$ cat config.mk
export PLATFORM = sky130hd
export DESIGN_NAME = ir_int_status
export DESIGN_NICKNAME = d
export VERILOG_FILES = /design/src/rtl/ir_isr_pkg.sv /design/src/rtl/isr_rst_sync.sv /design/src/rtl/isr_evt_latch.sv /design/src/rtl/isr_lvl_flag.sv /design/src/rtl/isr_ident_enc.sv /design/src/rtl/ir_int_status.sv
export SDC_FILE = /design/constraint.sdc
export NUM_CORES = 1
export LEC_CHECK = 0
export CAP_MARGIN = 20
export CORE_ASPECT_RATIO = 1.1
export CORE_MARGIN = 2
export CORE_UTILIZATION = 40
export CTS_BUF_LIST = sky130_fd_sc_hd__clkbuf_2 sky130_fd_sc_hd__clkbuf_4 sky130_fd_sc_hd__clkbuf_8
export CTS_CLUSTER_SIZE = 8
export DETAILED_ROUTE_END_ITERATION = 8
export DONT_BUFFER_PORTS = 1
export PLACE_DENSITY = 0.67
export SKIP_LAST_GASP = 1
export SLEW_MARGIN = 15
export SYNTH_ARGS = -nofsm -noshare
export SYNTH_HDL_FRONTEND = slang
export SYNTH_HIERARCHICAL = 1
export SYNTH_SLANG_ARGS = --single-unit
$ cat constraint.sdc
create_clock -name clk -period 0.8 [get_ports clk]
set_input_delay 0.08 -clock clk [delete_from_list [all_inputs] [get_ports clk]]
set_output_delay 0.08 -clock clk [all_outputs]
set_load 0.005 [all_outputs]
$ cat src/rtl/ir_isr_pkg.sv
package ir_isr_pkg;
  localparam int NSRC   = 5;
  localparam int STAT_W = 8;
  localparam int B_TMR  = 7;
  localparam int B_FSF  = 6;
  localparam int B_TXT  = 5;
  localparam int B_DMA  = 4;
  localparam int B_HS   = 3;
  localparam int B_LOW  = B_HS;   // lowest used status bit

  localparam int NLATCH = 4;
  localparam int LT_TMR = 0;
  localparam int LT_FTO = 1;
  localparam int LT_DMA = 2;
  localparam int LT_HS  = 3;

  typedef enum logic [3:0] {
    ID_NONE   = 4'b0001,
    ID_RXSTAT = 4'b0110,
    ID_RXRDY  = 4'b0100,
    ID_RXTMO  = 4'b1100,
    ID_TXEMP  = 4'b0010
  } ident_e;
endpackage

$ cat src/rtl/isr_rst_sync.sv
module isr_rst_sync #(
  parameter int STAGES = 2
) (
  input  logic clk,
  input  logic arst_n,
  output logic rst_n_o
);
  logic [STAGES-1:0] sh_q;
  logic [STAGES-1:0] sh_d;

  always_comb begin
    sh_d = {sh_q[STAGES-2:0], 1'b1};
  end

  always_ff @(posedge clk or negedge arst_n) begin
    if (!arst_n) sh_q <= '0;
    else         sh_q <= sh_d;
  end

  assign rst_n_o = sh_q[STAGES-1];
endmodule

$ cat src/rtl/isr_evt_latch.sv
module isr_evt_latch (
  input  logic clk,
  input  logic rst_n,
  input  logic set_i,
  input  logic clr_i,
  input  logic gate_i,
  output logic q_o
);
  logic q_q;
  logic q_d;

  // set has priority over clear; gate low discards the event
  always_comb begin
    q_d = gate_i & (set_i | (q_q & ~clr_i));
  end

  always_ff @(posedge clk or negedge rst_n) begin
    if (!rst_n) q_q <= 1'b0;
    else        q_q <= q_d;
  end

  assign q_o = q_q;

  AST_SET_WINS: assert property (@(posedge clk) disable iff (!rst_n)
    (set_i && gate_i) |=> q_o);
  AST_CLR_DROPS: assert property (@(posedge clk) disable iff (!rst_n)
    (clr_i && !set_i) |=> !q_o);
  AST_GATE_DISCARDS: assert property (@(posedge clk) disable iff (!rst_n)
    (!gate_i) |=> !q_o);
endmodule

$ cat src/rtl/isr_lvl_flag.sv
module isr_lvl_flag #(
  parameter int LVL_W       = 5,
  parameter bit AT_OR_ABOVE = 1'b1
) (
  input  logic             clk,
  input  logic             rst_n,
  input  logic [LVL_W-1:0] lvl_i,
  input  logic [LVL_W-1:0] thr_i,
  output logic             q_o
);
  logic q_q;
  logic q_d;

  generate
    if (AT_OR_ABOVE) begin : g_ge
      always_comb q_d = (lvl_i >= thr_i);
    end else begin : g_lt
      always_comb q_d = (lvl_i < thr_i);
    end
  endgenerate

  always_ff @(posedge clk or negedge rst_n) begin
    if (!rst_n) q_q <= 1'b0;
    else        q_q <= q_d;
  end

  assign q_o = q_q;
endmodule

$ cat src/rtl/isr_ident_enc.sv
module isr_ident_enc
  import ir_isr_pkg::*;
(
  input  logic       rx_err_i,
  input  logic       rx_rdy_i,
  input  logic       rx_tmo_i,
  input  logic       tx_emp_i,
  output logic [3:0] ident_o
);
  ident_e code;

  always_comb begin
    if (rx_err_i)      code = ID_RXSTAT;
    else if (rx_rdy_i) code = ID_RXRDY;
    else if (rx_tmo_i) code = ID_RXTMO;
    else if (tx_emp_i) code = ID_TXEMP;
    else               code = ID_NONE;
  end

  assign ident_o = code;
endmodule

$ cat src/rtl/ir_int_status.sv
module ir_int_status
  import ir_isr_pkg::*;
#(
  parameter int LVL_W = 5
) (
  input  logic             clk,
  input  logic             rst_n,
  input  logic             tmr_zero_i,
  input  logic             tmr_run_en_i,
  input  logic             tmr_irq_en_i,
  input  logic [LVL_W-1:0] fsf_level_i,
  input  logic [LVL_W-1:0] fsf_thresh_i,
  input  logic             fsf_timeout_i,
  input  logic [LVL_W-1:0] txf_level_i,
  input  logic [LVL_W-1:0] txf_thresh_i,
  input  logic             dma_tc_tx_i,
  input  logic             dma_tc_rx_i,
  input  logic             hs_toggle_i,
  input  logic             hs_enable_i,
  input  logic             bit3_en_i,
  input  logic             isr_rd_i,
  input  logic             hsr_rd_i,
  input  logic             ien_we_i,
  input  logic [NSRC-1:0]  ien_wdata_i,
  input  logic             rx_err_i,
  input  logic             rx_rdy_i,
  input  logic             rx_tmo_i,
  input  logic             tx_emp_i,
  output logic [STAT_W-1:0] status_o,
  output logic             irq_o,
  output logic [3:0]       ident_o
);
  logic              rst_s;
  logic [NLATCH-1:0] lt_set;
  logic [NLATCH-1:0] lt_clr;
  logic [NLATCH-1:0] lt_gate;
  logic [NLATCH-1:0] lt_q;
  logic              fsf_at;
  logic              txf_below;
  logic [NSRC-1:0]   ien_q;
  logic [NSRC-1:0]   ien_d;
  logic [STAT_W-1:0] stat;

  isr_rst_sync #(.STAGES(2)) u_rst (
    .clk(clk), .arst_n(rst_n), .rst_n_o(rst_s)
  );

  // per-latch set, clear and gate rules
  always_comb begin
    lt_set[LT_TMR]  = tmr_zero_i & tmr_run_en_i & tmr_irq_en_i;
    lt_clr[LT_TMR]  = isr_rd_i;
    lt_gate[LT_TMR] = 1'b1;
    lt_set[LT_FTO]  = fsf_timeout_i;
    lt_clr[LT_FTO]  = isr_rd_i;
    lt_gate[LT_FTO] = 1'b1;
    lt_set[LT_DMA]  = dma_tc_tx_i | dma_tc_rx_i;
    lt_clr[LT_DMA]  = isr_rd_i;
    lt_gate[LT_DMA] = 1'b1;
    lt_set[LT_HS]   = hs_toggle_i;
    lt_clr[LT_HS]   = hsr_rd_i;
    lt_gate[LT_HS]  = hs_enable_i;
  end

  generate
    for (genvar i = 0; i < NLATCH; i++) begin : g_lt
      isr_evt_latch u_lt (
        .clk(clk), .rst_n(rst_s),
        .set_i(lt_set[i]), .clr_i(lt_clr[i]), .gate_i(lt_gate[i]),
        .q_o(lt_q[i])
      );
    end
  endgenerate

  isr_lvl_flag #(.LVL_W(LVL_W), .AT_OR_ABOVE(1'b1)) u_fsf (
    .clk(clk), .rst_n(rst_s), .lvl_i(fsf_level_i), .thr_i(fsf_thresh_i),
    .q_o(fsf_at)
  );

  isr_lvl_flag #(.LVL_W(LVL_W), .AT_OR_ABOVE(1'b0)) u_txf (
    .clk(clk), .rst_n(rst_s), .lvl_i(txf_level_i), .thr_i(txf_thresh_i),
    .q_o(txf_below)
  );

  // interrupt enable word: next-state and register
  always_comb begin
    ien_d = ien_we_i ? ien_wdata_i : ien_q;
  end

  always_ff @(posedge clk or negedge rst_s) begin
    if (!rst_s) ien_q <= '0;
    else        ien_q <= ien_d;
  end

  always_comb begin
    stat        = '0;
    stat[B_TMR] = lt_q[LT_TMR];
    stat[B_FSF] = fsf_at | lt_q[LT_FTO];
    stat[B_TXT] = txf_below;
    stat[B_DMA] = lt_q[LT_DMA];
    stat[B_HS]  = lt_q[LT_HS] & bit3_en_i;
  end

  assign status_o = stat;
  assign irq_o    = |(stat[STAT_W-1:B_LOW] & ien_q);

  isr_ident_enc u_id (
    .rx_err_i(rx_err_i), .rx_rdy_i(rx_rdy_i), .rx_tmo_i(rx_tmo_i),
    .tx_emp_i(tx_emp_i), .ident_o(ident_o)
  );

  AST_IRQ_MASKED: assert property (@(posedge clk) disable iff (!rst_s)
    (ien_q == '0) |-> !irq_o);
  AST_BIT3_HIDDEN: assert property (@(posedge clk) disable iff (!rst_s)
    (!bit3_en_i) |-> !status_o[B_HS]);
  AST_TX_NOT_BELOW: assert property (@(posedge clk) disable iff (!rst_s)
    (txf_level_i >= txf_thresh_i) |=> !status_o[B_TXT]);
  AST_FSF_AT_LEVEL: assert property (@(posedge clk) disable iff (!rst_s)
    (fsf_level_i >= fsf_thresh_i) |=> status_o[B_FSF]);
  AST_TMR_GATED: assert property (@(posedge clk) disable iff (!rst_s)
    (!(tmr_run_en_i && tmr_irq_en_i) && !status_o[B_TMR]) |=> !status_o[B_TMR]);
  AST_HS_KEEPS_ON_ISR: assert property (@(posedge clk) disable iff (!rst_s)
    (status_o[B_HS] && !hsr_rd_i && hs_enable_i && bit3_en_i) |=> status_o[B_HS]);
endmodule

# Yosys cells after proc, flatten, opt, wreduce, memory -nomap -nowiden
# Index checks and enable logic that the tools add are counted.
dict set report op_classes {
  order_cmp 2
  n_mux 4
  bitwise 17
  n_reduce_logical 1
}
# cell count
set op_table {}
lappend op_table {{4-bit 2-to-1 mux} 3}
lappend op_table {{1-bit AND} 8}
lappend op_table {{1-bit OR} 6}
lappend op_table {{5-bit AND} 1}
lappend op_table {{5-bit greater-or-equal comparator} 1}
lappend op_table {{5-bit < comparator} 1}
lappend op_table {{5-bit OR reduction} 1}
lappend op_table {{2-bit 2-to-1 mux} 1}
lappend op_table {{1-bit NOT} 2}
dict set report word_totals {
  regBits 13
  input_bits 43
  output_inout_bits 13
  elab_cells 32
}

# Longest topological paths before layout
# Gate-level depths: netlist (run 1).
dict set report depth {
  depth_word 4
  mapped_depth 5
  ltp_nobuf 5
}

# By module
# Netlist (run 1), hierarchy kept.
# mod instances cells_per_inst area_per_inst_um2 seq_area_each_um2
set by_module_without_submodules {}
lappend by_module_without_submodules {ir_int_status 1 26 284.0 125.1}
lappend by_module_without_submodules {isr_evt_latch 4 3 46.3 25.0}
lappend by_module_without_submodules {{isr_lvl_flag (u_fsf)} 1 17 140.1 25.0}
lappend by_module_without_submodules {{isr_lvl_flag (u_txf)} 1 16 135.1 25.0}
lappend by_module_without_submodules {isr_rst_sync 1 3 53.8 50.0}
lappend by_module_without_submodules {isr_ident_enc 1 5 38.8 0.0}

# Worst setup path before layout (run 1)
# No wires, ideal clock.
dict set report synth_timing {
  kind {register to output}
  from {register g_lt[2].u_lt.q_q}
  to {output irq_o}
  arrival_time_ns 0.798
  t_required_ns 0.720
  slack_ns -0.078
  path_stages_with_launch 3
  path_buffers 0
  cell_sequence {dfrtp_1 a222oi_1 nand3_1}
}
dict set report synth_via {
  elab_chain_len 2
}
# item line
set synth_rtl {}
lappend synth_rtl {{start, declared} isr_evt_latch.sv:9} ;# logic q_q;
lappend synth_rtl {{start signal, assigned} isr_evt_latch.sv:19} ;# else q_q <= q_d;
lappend synth_rtl {{5-bit AND} ir_int_status.sv:104} ;# assign irq_o = |(stat[STAT_W-1:B_LOW] & ien_q);
lappend synth_rtl {{5-bit OR reduction} ir_int_status.sv:104}
lappend synth_rtl {{end, declared} ir_int_status.sv:30} ;# output logic irq_o,
# No other way between the ends.

# Worst setup path after layout (run 1)
# Same ends and word-level chain as after synthesis.

==> flow_summary.yaml, run 1 <==
timing:
  fmax_mhz: 808.4
  hold_viol_final: 5
  period_needed_ns: 1.237
  skew_ns: 0.003891
  rsz0062_at_grt: "true"
  fin_hold_ws_ns: -0.04599
  setup_viol: 9
  finalCritPeriodShare_pct: 154.6
  setup_ws_ns: -0.4370
  slew_viol_final: 0
logic_synthesis:
  yosysTopAreaCell: "dfrtp_1"
  synth-edff-count: 0
  synth_top_area_share_pct: 38.86
  ys_seq_area_share_pct: 38.86
  netlist_instances: 79
  ys_seq_elements: 13
  ys_top_cells_by_area: "dfrtp_1 39%, ha_1 13%, mux2_2 6.7%"
  async_flop_share_pct: 100.0
  avgSynthCellArea_um2: 10.60
  synth_area_um2: 837.1
  yosys_most_used_dff: "dfrtp_1"
  synth_cell_type_count: 27
  synth_warnings: 6
global_routing:
  grt_max_degree: 12
  track_usage_pct: 13.00
  grt_pass1_vias: 612
  antenna_found_initial: 0
  gr-total-overflow: 0
  grt_pass1_wl_um: 2256
setup_path:
  crit_path_max_incr_delay_ns: 0.38
  cp-start-kind: "register"
  path_delay_family: "flip-flops"
  crit_chain: "a222oi_1, nand3_1"
  path_class: "register to output pin"
  end_kind: "output pin"
  cp_max_fo: 2
  cp.required_ns: 0.72
  critPathArrivalTime_ns: 1.16
  slowest_stage: "dfrtp_1"
  path_buf_inv: 0
routing:
  antenna_left: 0
  drt_wl_total_um: 1539
  first_pass_iters: 4
  vias: 602
  viasPerCell: 4.703
  avgRoutedWirePerCell_um: 12.02
  drtIter0Drc: 3
  drc: 0
clock_network:
  h-tree-depth: 1
  numCtsBuffers: 3
  path_clk_slew_ns: 0.08
  clockBufferDepth: 2
  cts_tree: "yes"
  clkLatencyLatePin_ns: 0.28
  clkSinkCount: 13
  cts-root-buf: "clkbuf_4"
pwr:
  power_mw: 1.520
  peakVddDrop_mv: 0.5598
  power_density_mw_per_mm2: 1403
  power_leakage_nw: 0.5179
final_layout:
  area_growth_syn_to_layout_pct: 29.45
  fill_cells: 198
  drive_gt1_share_pct: 31.00
  stdcell_count: 128
  final_common_cell: "dfrtp_1"
  final_cell_mix: "13 x dfrtp_1, 11 x dlygate4sd3_1, 9 x inv_1"
  final_area_mm2: 0.001084
  antenna_cells: 0
  final_nets: 153
floorplan:
  io_pins: 56
  start_util_pct: 41.86
  design.core.area_mm2: 0.001999
  die_y_um: 51.98
  dieArea_mm2: 0.002475
  die_x_um: 47.62
  rows: 17
placement:
  io_buffer_count: 0
  dpl.cell_count: 109
  placed_cell_area_um2: 897.1
  gp_congestion: 0.6323
  hpwl_um: 1185
run_status:
  outcome: "finished, violations left"
  violations: "negative hold slack, negative setup slack"
run:
  maxCapViolations: 0
worst_hold_path:
  hold_class: "primary input to register"
[cell families (layout without fill, tap and decap cells)]
family	Yosys count	in the layout	synth area share, %
AO/OA/AOI/OAI	13	13	11.36
adder cells (fa/ha/maj)	9	9	13.45
buffers and inverters	16	33	9.866
flip-flops	13	13	38.86
multiplexers	5	5	6.726
other	3	7	1.345
AND/OR/NAND/NOR	20	20	18.39
[where the power goes]
part	total, mW	switching, mW	internal [mW]
clock network	0.439	0.211	0.228
registers	0.750	0.0385	0.711
logic	0.331	0.116	0.215
[state kept, by name (all words and copies together) (netlist names)]
register / cells
g_lt.u_lt/q_o: 4
ien_q: 5
u_fsf/q_o: 1
u_rst/sh_q: 2
u_txf/q_o: 1
[cell usage after synthesis, types with 2 or more instances]
library cell,instances
a21oi_1,2
buf_4,6
conb_1,3
dfrtp_1,13
ha_1,9
inv_1,10
mux2_2,5
nand2_1,2
nand3_1,3
nor2b_4,4
nor3b_1,2
o21a_1,4
or2_2,2
[path summary, 6_finish.rpt]
path                       depth (start not counted)        startpoint  slack, ns          endpoint
max                                                2  g_lt[2].u_lt/q_o      -0.44             irq_o
min                                                1          ien_we_i      -0.05          ien_q[2]
max reg2reg                                        5  g_lt[2].u_lt/q_o      -0.31  g_lt[2].u_lt/q_o
min reg2reg                                        0     u_rst/sh_q[1]       0.17          ien_q[4]
max in group asynchronous                          0     u_rst/sh_q[1]       0.34  g_lt[3].u_lt/q_o
min in group asynchronous                          1             rst_n       0.02     u_rst/sh_q[1]
[layout make-up]
class	count	area, um2	area share, %
Tap cell	28	35.03	3.233
Inverter	10	37.54	3.464
Multi-Input combinational cell	54	474.2	43.76
Sequential cell	13	325.3	30.02
Timing Repair Buffer	19	181.4	16.74
Clock buffer	4	30.03	2.771
[routing by layer]
layer / global-route usage [%] / vias to the layer above / share of wire, %
li1: - / 296 / -
met4: 5.405 / 0 / 1.8
met2: 25.23 / 34 / 54
met3: 3.819 / 3 / 9.2
met5: 0 / - / 0
met1: 11.61 / 269 / 35
[stage by stage]
stage                     setup TNS [ns]  setup WS [ns]  hold slack (ns)  utilization [%]
after floorplan                 -0.06559       -0.06559          -0.2156                -
after global placement           -0.3093        -0.1335          -0.2155            44.87
after detailed placement         -0.3148        -0.1413          -0.2155            44.87
after CTS                         -1.355        -0.4501         -0.04982            52.69
after global routing              -2.106        -0.4914         -0.05848            54.19
final                             -1.744        -0.4370         -0.04599            54.19
[what timing repair did]
item | CTS | global route
hold endpoints to repair | 11 | 6
gates resized for setup | 3 | 2
setup buffers | 1 | 3
setup endpoints to repair | 7 | 11
hold buffers | 11 | 1
pin swaps | 4 | 0
Note: power is estimated with default switching activity, not from simulation.
==> inputs of run 2 (changes only) <==
Settings changed: CORE_UTILIZATION 40 to 46, PLACE_DENSITY 0.67 to 0.74, SETUP_SLACK_MARGIN from default to 0.3.
==> run 2 against run 1 <==
Against the previous run:
- the run still ends with negative hold slack, negative setup slack left
- first-iteration DRC count is 33% higher
- total power is 3.1% lower
- sequential share of layout area is 1.3 points higher
- design area is 3.7% lower
- core utilization is 5.7 points higher
- routed wire length is 7.1% lower
- register-to-register slack better by 0.21 ns
- critical endpoint unchanged
- fmax is 1.4% lower
- die area is 12% lower
==> flow_summary.yaml, run 2 (synthesis results as in run 1) <==
clock_network:
  cts_hold_buffers: 1
  h-tree-depth: 1
  cts_tree: "yes"
  clkSinkCount: 13
  cts-root-buf: "clkbuf_4"
  clockBufferDepth: 2
  clkLatencyLatePin_ns: 0.27
  numCtsBuffers: 3
  path_clk_slew_ns: 0.07
pwr:
  p_clk_share_pct: 28.4
  combPwrFrac_pct: 20.6
  power_density_mw_per_mm2: 1412
  netSwitchingPower_mw: 0.3398
  peakVddDrop_mv: 0.6529
  internal_power_mw: 1.133
  swShare_pct: 23.07
  power_mw: 1.473
  p_seq_share_pct: 50.9
  power_leakage_nw: 0.4705
routing:
  avgRoutedWirePerCell_um: 13.62
  drt_wl_total_um: 1430
  viasPerCell: 5.362
  drc: 0
  first_pass_iters: 4
  antenna_left: 0
  vias: 563
  drtIter0Drc: 4
global_routing:
  antenna_found_initial: 0
  grt_pass1_wl_um: 2463
  gr-total-overflow: 0
  grt_max_degree: 12
  grt_pass1_vias: 613
  track_usage_pct: 15.45
timing:
  skew_ns: 0.0004421
  fmax_mhz: 796.8
  setup_viol: 7
  hold_viol_final: 8
  rsz0062_at_grt: "true"
  setup_ws_ns: -0.4550
  period_needed_ns: 1.255
  setup_tns_ns: -1.261
  finalCritPeriodShare_pct: 156.9
  slew_viol_final: 0
  fin_hold_ws_ns: -0.07165
setup_path:
  slowest_stage: "dfrtp_1"
  path_buf_inv: 0
  path_delay_family: "flip-flops"
  crit_chain: "a222oi_1, nand3_1"
  critPathArrivalTime_ns: 1.18
  crit_path_max_incr_delay_ns: 0.38
  end_kind: "output pin"
  cp-start-kind: "register"
  path_class: "register to output pin"
  cp_max_fo: 2
  cp.required_ns: 0.72
placement:
  gp_congestion: 0.6341
  placed_cell_area_um2: 942.2
  hpwl_um: 1230
  dpl.cell_count: 99
  dpl_worst_slack_ns: -0.1826
  io_buffer_count: 0
final_layout:
  top_register: "ien_q"
  antenna_cells: 0
  final_area_mm2: 0.001044
  fin_util_pct: 59.91
  final_common_cell: "dfrtp_1"
  final_cell_mix: "12 x dfrtp_1, 7 x conb_1, 5 x mux2_2, 5 x ha_4"
  area_growth_syn_to_layout_pct: 24.66
  final_nets: 140
  largest_reg_flops: 5
  stdcell_count: 105
  fill_cells: 152
  drive_gt1_share_pct: 44.83
worst_hold_path:
  hold_class: "primary input to register"
run_status:
  outcome: "finished, violations left"
  violations: "negative hold slack, negative setup slack"
floorplan:
  io_pins: 56
  rows: 16
  design.core.area_mm2: 0.001742
  die_y_um: 48.74
  die_x_um: 44.67
  dieArea_mm2: 0.002177
  start_util_pct: 48.06
run:
  maxCapViolations: 0
-- run 2: path summary, 6_finish.rpt --
path                                  start               end  slack [ns]  depth (start not counted)
max                                ien_q[1]             irq_o       -0.46                          2
min                             hs_enable_i  g_lt[3].u_lt/q_o       -0.07                          1
max reg2reg                g_lt[2].u_lt/q_o  g_lt[2].u_lt/q_o       -0.10                          3
min reg2reg                   u_rst/sh_q[1]          ien_q[3]        0.12                          0
max in group asynchronous     u_rst/sh_q[1]  g_lt[1].u_lt/q_o        0.49                          0
min in group asynchronous             rst_n     u_rst/sh_q[0]        0.04                          1
-- run 2: repair_timing --
action	4_1_cts	5_1_grt
cloned	0	0
endpoints found under the hold margin	10	9
buffers inserted	0	1
resized for setup	10	3
pin swaps	6	5
endpoints found under the setup margin	30	20
-- run 2: per-layer routing --
layer  wire length [um]  track usage [%]
met4                 37            9.091
met5                  0                0
met3                118            2.239
met1                497            17.94
met2                776            25.85
-- run 2: area by class of cell --
class / instances / area (um2) / area share (%)
flip-flops and latches: 13 / 326.6 / 31.29
multi-input cells: 54 / 528.0 / 50.60
clock buffers: 4 / 30.03 / 2.878
inverters: 10 / 77.57 / 7.434
repair buffers: 6 / 58.81 / 5.635
well taps: 18 / 22.52 / 2.158
-- run 2: power groups by stage --
stage               Sequential (mW)  Clock, mW  Combinational [mW]
finish                        0.750      0.419               0.304
global route                  0.760      0.459               0.346
CTS                           0.750      0.439               0.299
detailed placement            0.763          0               0.275
global placement              0.758          0               0.264
floorplan                     0.754          0               0.249
==> inputs of run 3 (changes only) <==
Settings changed: ABC_CLOCK_PERIOD_IN_PS from default to 800, SYNTH_HIERARCHICAL 1 to default.
==> run 3 against run 2 <==
Against the previous run:
- the run still ends with negative hold slack, negative setup slack left
- count of clock-buffer cells in the layout stayed put
- total power is 0.86% higher
- die area is 7.8% lower
- cell count is 6.7% lower
- routed wire length hardly changed
- critical path depth stayed put
- clock skew is 0.0012 ns higher
- critical path type unchanged
- critical endpoint unchanged
- largest power group unchanged
- highest routed layer unchanged
==> flow_summary.yaml, run 3 <==
run_status:
  outcome: "finished, violations left"
  violations: "negative hold slack, negative setup slack"
logic_synthesis:
  yosysTopAreaCell: "dfrtp_1"
  yosys_most_used_dff: "dfrtp_1"
  synth_compound_area_share_pct: 12.09
  synth_cell_type_count: 26
  ys_seq_area_share_pct: 42.48
  yosysMostFrequentCell: "dfrtp_1"
  netlist_instances: 74
  synth-edff-count: 0
  ys_seq_elements: 13
  ys_top_cells_by_count: "13 x dfrtp_1, 11 x inv_1, 9 x ha_1, 6 x buf_4, 5 x mux2_2"
  synth_top_family_by_area: "adder cells"
  synth_warnings: 0
  muxShareOfSynthArea_pct: 7.353
  async_flop_share_pct: 100.0
  synth_xor_area_share_pct: 0
  avgSynthCellArea_um2: 10.35
  ys_top_cells_by_area: "dfrtp_1 42%, ha_1 15%, mux2_2 7.4%"
  synthSimpleGateAreaFrac_pct: 11.11
  synth_area_um2: 765.7
  synth_top_area_share_pct: 42.48
  synthAdderAreaFrac_pct: 14.71
floorplan:
  io_pins: 56
  start_util_pct: 49.16
  rows: 15
  die_x_um: 42.90
  dieArea_mm2: 0.002007
  die_y_um: 46.79
  design.core.area_mm2: 0.001558
placement:
  hpwl_um: 1226
  dpl.cell_count: 91
  gp_congestion: 0.5995
  io_buffer_count: 0
timing:
  fmax_mhz: 794.4
  rsz0062_at_grt: "true"
  finalCritPeriodShare_pct: 157.3
  skew_ns: 0.001644
  hold_viol_final: 10
  setup_ws_ns: -0.4588
  period_needed_ns: 1.259
  fin_hold_ws_ns: -0.1002
  setup_viol: 8
  slew_viol_final: 0
final_layout:
  final_cell_mix: "12 x dfrtp_1, 6 x ha_4, 5 x inv_1, 5 x mux2_2, 5 x buf_6"
  drive_gt1_share_pct: 45.68
  antenna_cells: 0
  area_growth_syn_to_layout_pct: 30.23
  final_nets: 134
  final_common_cell: "dfrtp_1"
  top_register: "ien_q"
  fin_util_pct: 64.02
  largest_reg_flops: 5
  stdcell_count: 98
clock_network:
  clockBufferDepth: 2
  cts-root-buf: "clkbuf_4"
  numCtsBuffers: 3
  clkLatencyLatePin_ns: 0.27
  cts_hold_buffers: 1
  h-tree-depth: 1
  path_clk_slew_ns: 0.07
  cts_tree: "yes"
  clkSinkCount: 13
setup_path:
  slowest_stage: "dfrtp_1"
  reg2reg_from: "g_lt[2].u_lt.q_o"
  end_kind: "output pin"
  cp-start-kind: "register"
  crit_chain: "a222oi_1, nand3_1"
  ff2ff_setup_slack_ns: -0.18
  r2r_end: "g_lt[2].u_lt.q_o"
  path_class: "register to output pin"
  cp_max_fo: 2
  reg2reg_depth: 3
  cp.required_ns: 0.72
  crit_path_max_incr_delay_ns: 0.38
  critPathArrivalTime_ns: 1.18
routing:
  drt_wl_total_um: 1431
  drtIter0Drc: 2
  drc: 0
  avgRoutedWirePerCell_um: 14.60
  first_pass_iters: 4
  antenna_left: 0
  vias: 521
  viasPerCell: 5.316
pwr:
  power_density_mw_per_mm2: 1490
  power_leakage_nw: 0.4513
  power_mw: 1.486
  peakVddDrop_mv: 0.6361
worst_hold_path:
  hold-path-cell-count: 1
  hp-start: "fsf_timeout_i"
  min_delay_worst_endpoint: "g_lt[1].u_lt.q_o"
  hold_class: "primary input to register"
global_routing:
  grt_pass1_vias: 519
  antenna_found_initial: 0
  track_usage_pct: 15.33
  grt_pass1_wl_um: 2159
  gr-total-overflow: 0
  grt_max_degree: 12
run:
  maxCapViolations: 0
==> run 3: logic make-up (layout without fill, tap and decap cells) <==
family / Yosys count / count (layout)
muxes: 5 / 5
other: 2 / 4
AOI/OAI and AO/OA: 13 / 13
DFF: 13 / 13
adders and majority gates: 9 / 9
buffers and inverters: 17 / 22
and+or+nand+nor: 15 / 15
==> run 3: worst max-delay path, delay by kind of cell (launching register included) <==
| family | cells | cell delay (ns) |
|---|---|---|
| DFF | 1 | 0.38 |
| and+or+nand+nor | 1 | 0.15 |
| AOI/OAI and AO/OA | 1 | 0.38 |
==> run 3: metrics by stage <==
| step | hold WS, ns | TNS, ns | area [um2] | worst slack [ns] |
|---|---|---|---|---|
| after floorplan | -0.2156 | -0.06559 | 867.1 | -0.06559 |
| after global placement | -0.2155 | -0.2976 | 865.8 | -0.1486 |
| after detailed placement | -0.2155 | -0.3865 | 865.8 | -0.2060 |
| after CTS | -0.1125 | -1.419 | 974.7 | -0.4892 |
| after global routing | -0.1069 | -1.672 | 997.2 | -0.5287 |
| final | -0.1002 | -1.331 | 997.2 | -0.4588 |
==> run 3: worst max-delay path by stage <==
stage / end / startpoint / depth (start not counted)
after floorplan: irq_o / ien_q[1] / 2
after global placement: irq_o / ien_q[1] / 2
after detailed placement: irq_o / ien_q[1] / 2
after CTS: irq_o / g_lt[2].u_lt.q_o / 2
after global routing: irq_o / g_lt[2].u_lt.q_o / 2
final: irq_o / g_lt[2].u_lt.q_o / 2
==> run 3: final cells by class <==
type	count	area, um2
Sequential cell	13	326.6
Fill cell	116	560.5
Timing Repair Buffer	7	73.82
Clock buffer	4	30.03
Multi-Input combinational cell	46	476.7
Tap cell	17	21.27
Inverter	11	68.82
==> run 3: repair_timing <==
action                                 in CTS  in global routing
endpoints found under the hold margin      12                 10
setup endpoints to repair                  30                 19
buffers inserted                            2                  0
gates resized for setup                    13                  4
pin swaps                                   8                  2
cloned                                      0                  0
==> run 3: per-layer routing <==
layer | wire length (um) | vias to the layer above | GRT usage [%]
li1 | - | 255 | -
met3 | 99 | 2 | 2.308
met4 | 18 | 0 | 9.375
met5 | 0 | - | 0
met2 | 867 | 33 | 29.09
met1 | 446 | 231 | 16.34
==> run 3: where the power goes <==
group          leakage (nW)  switching (mW)  internal, mW
logic                 0.283           0.117         0.194
registers             0.150          0.0398         0.713
clock network        0.0184           0.195         0.227
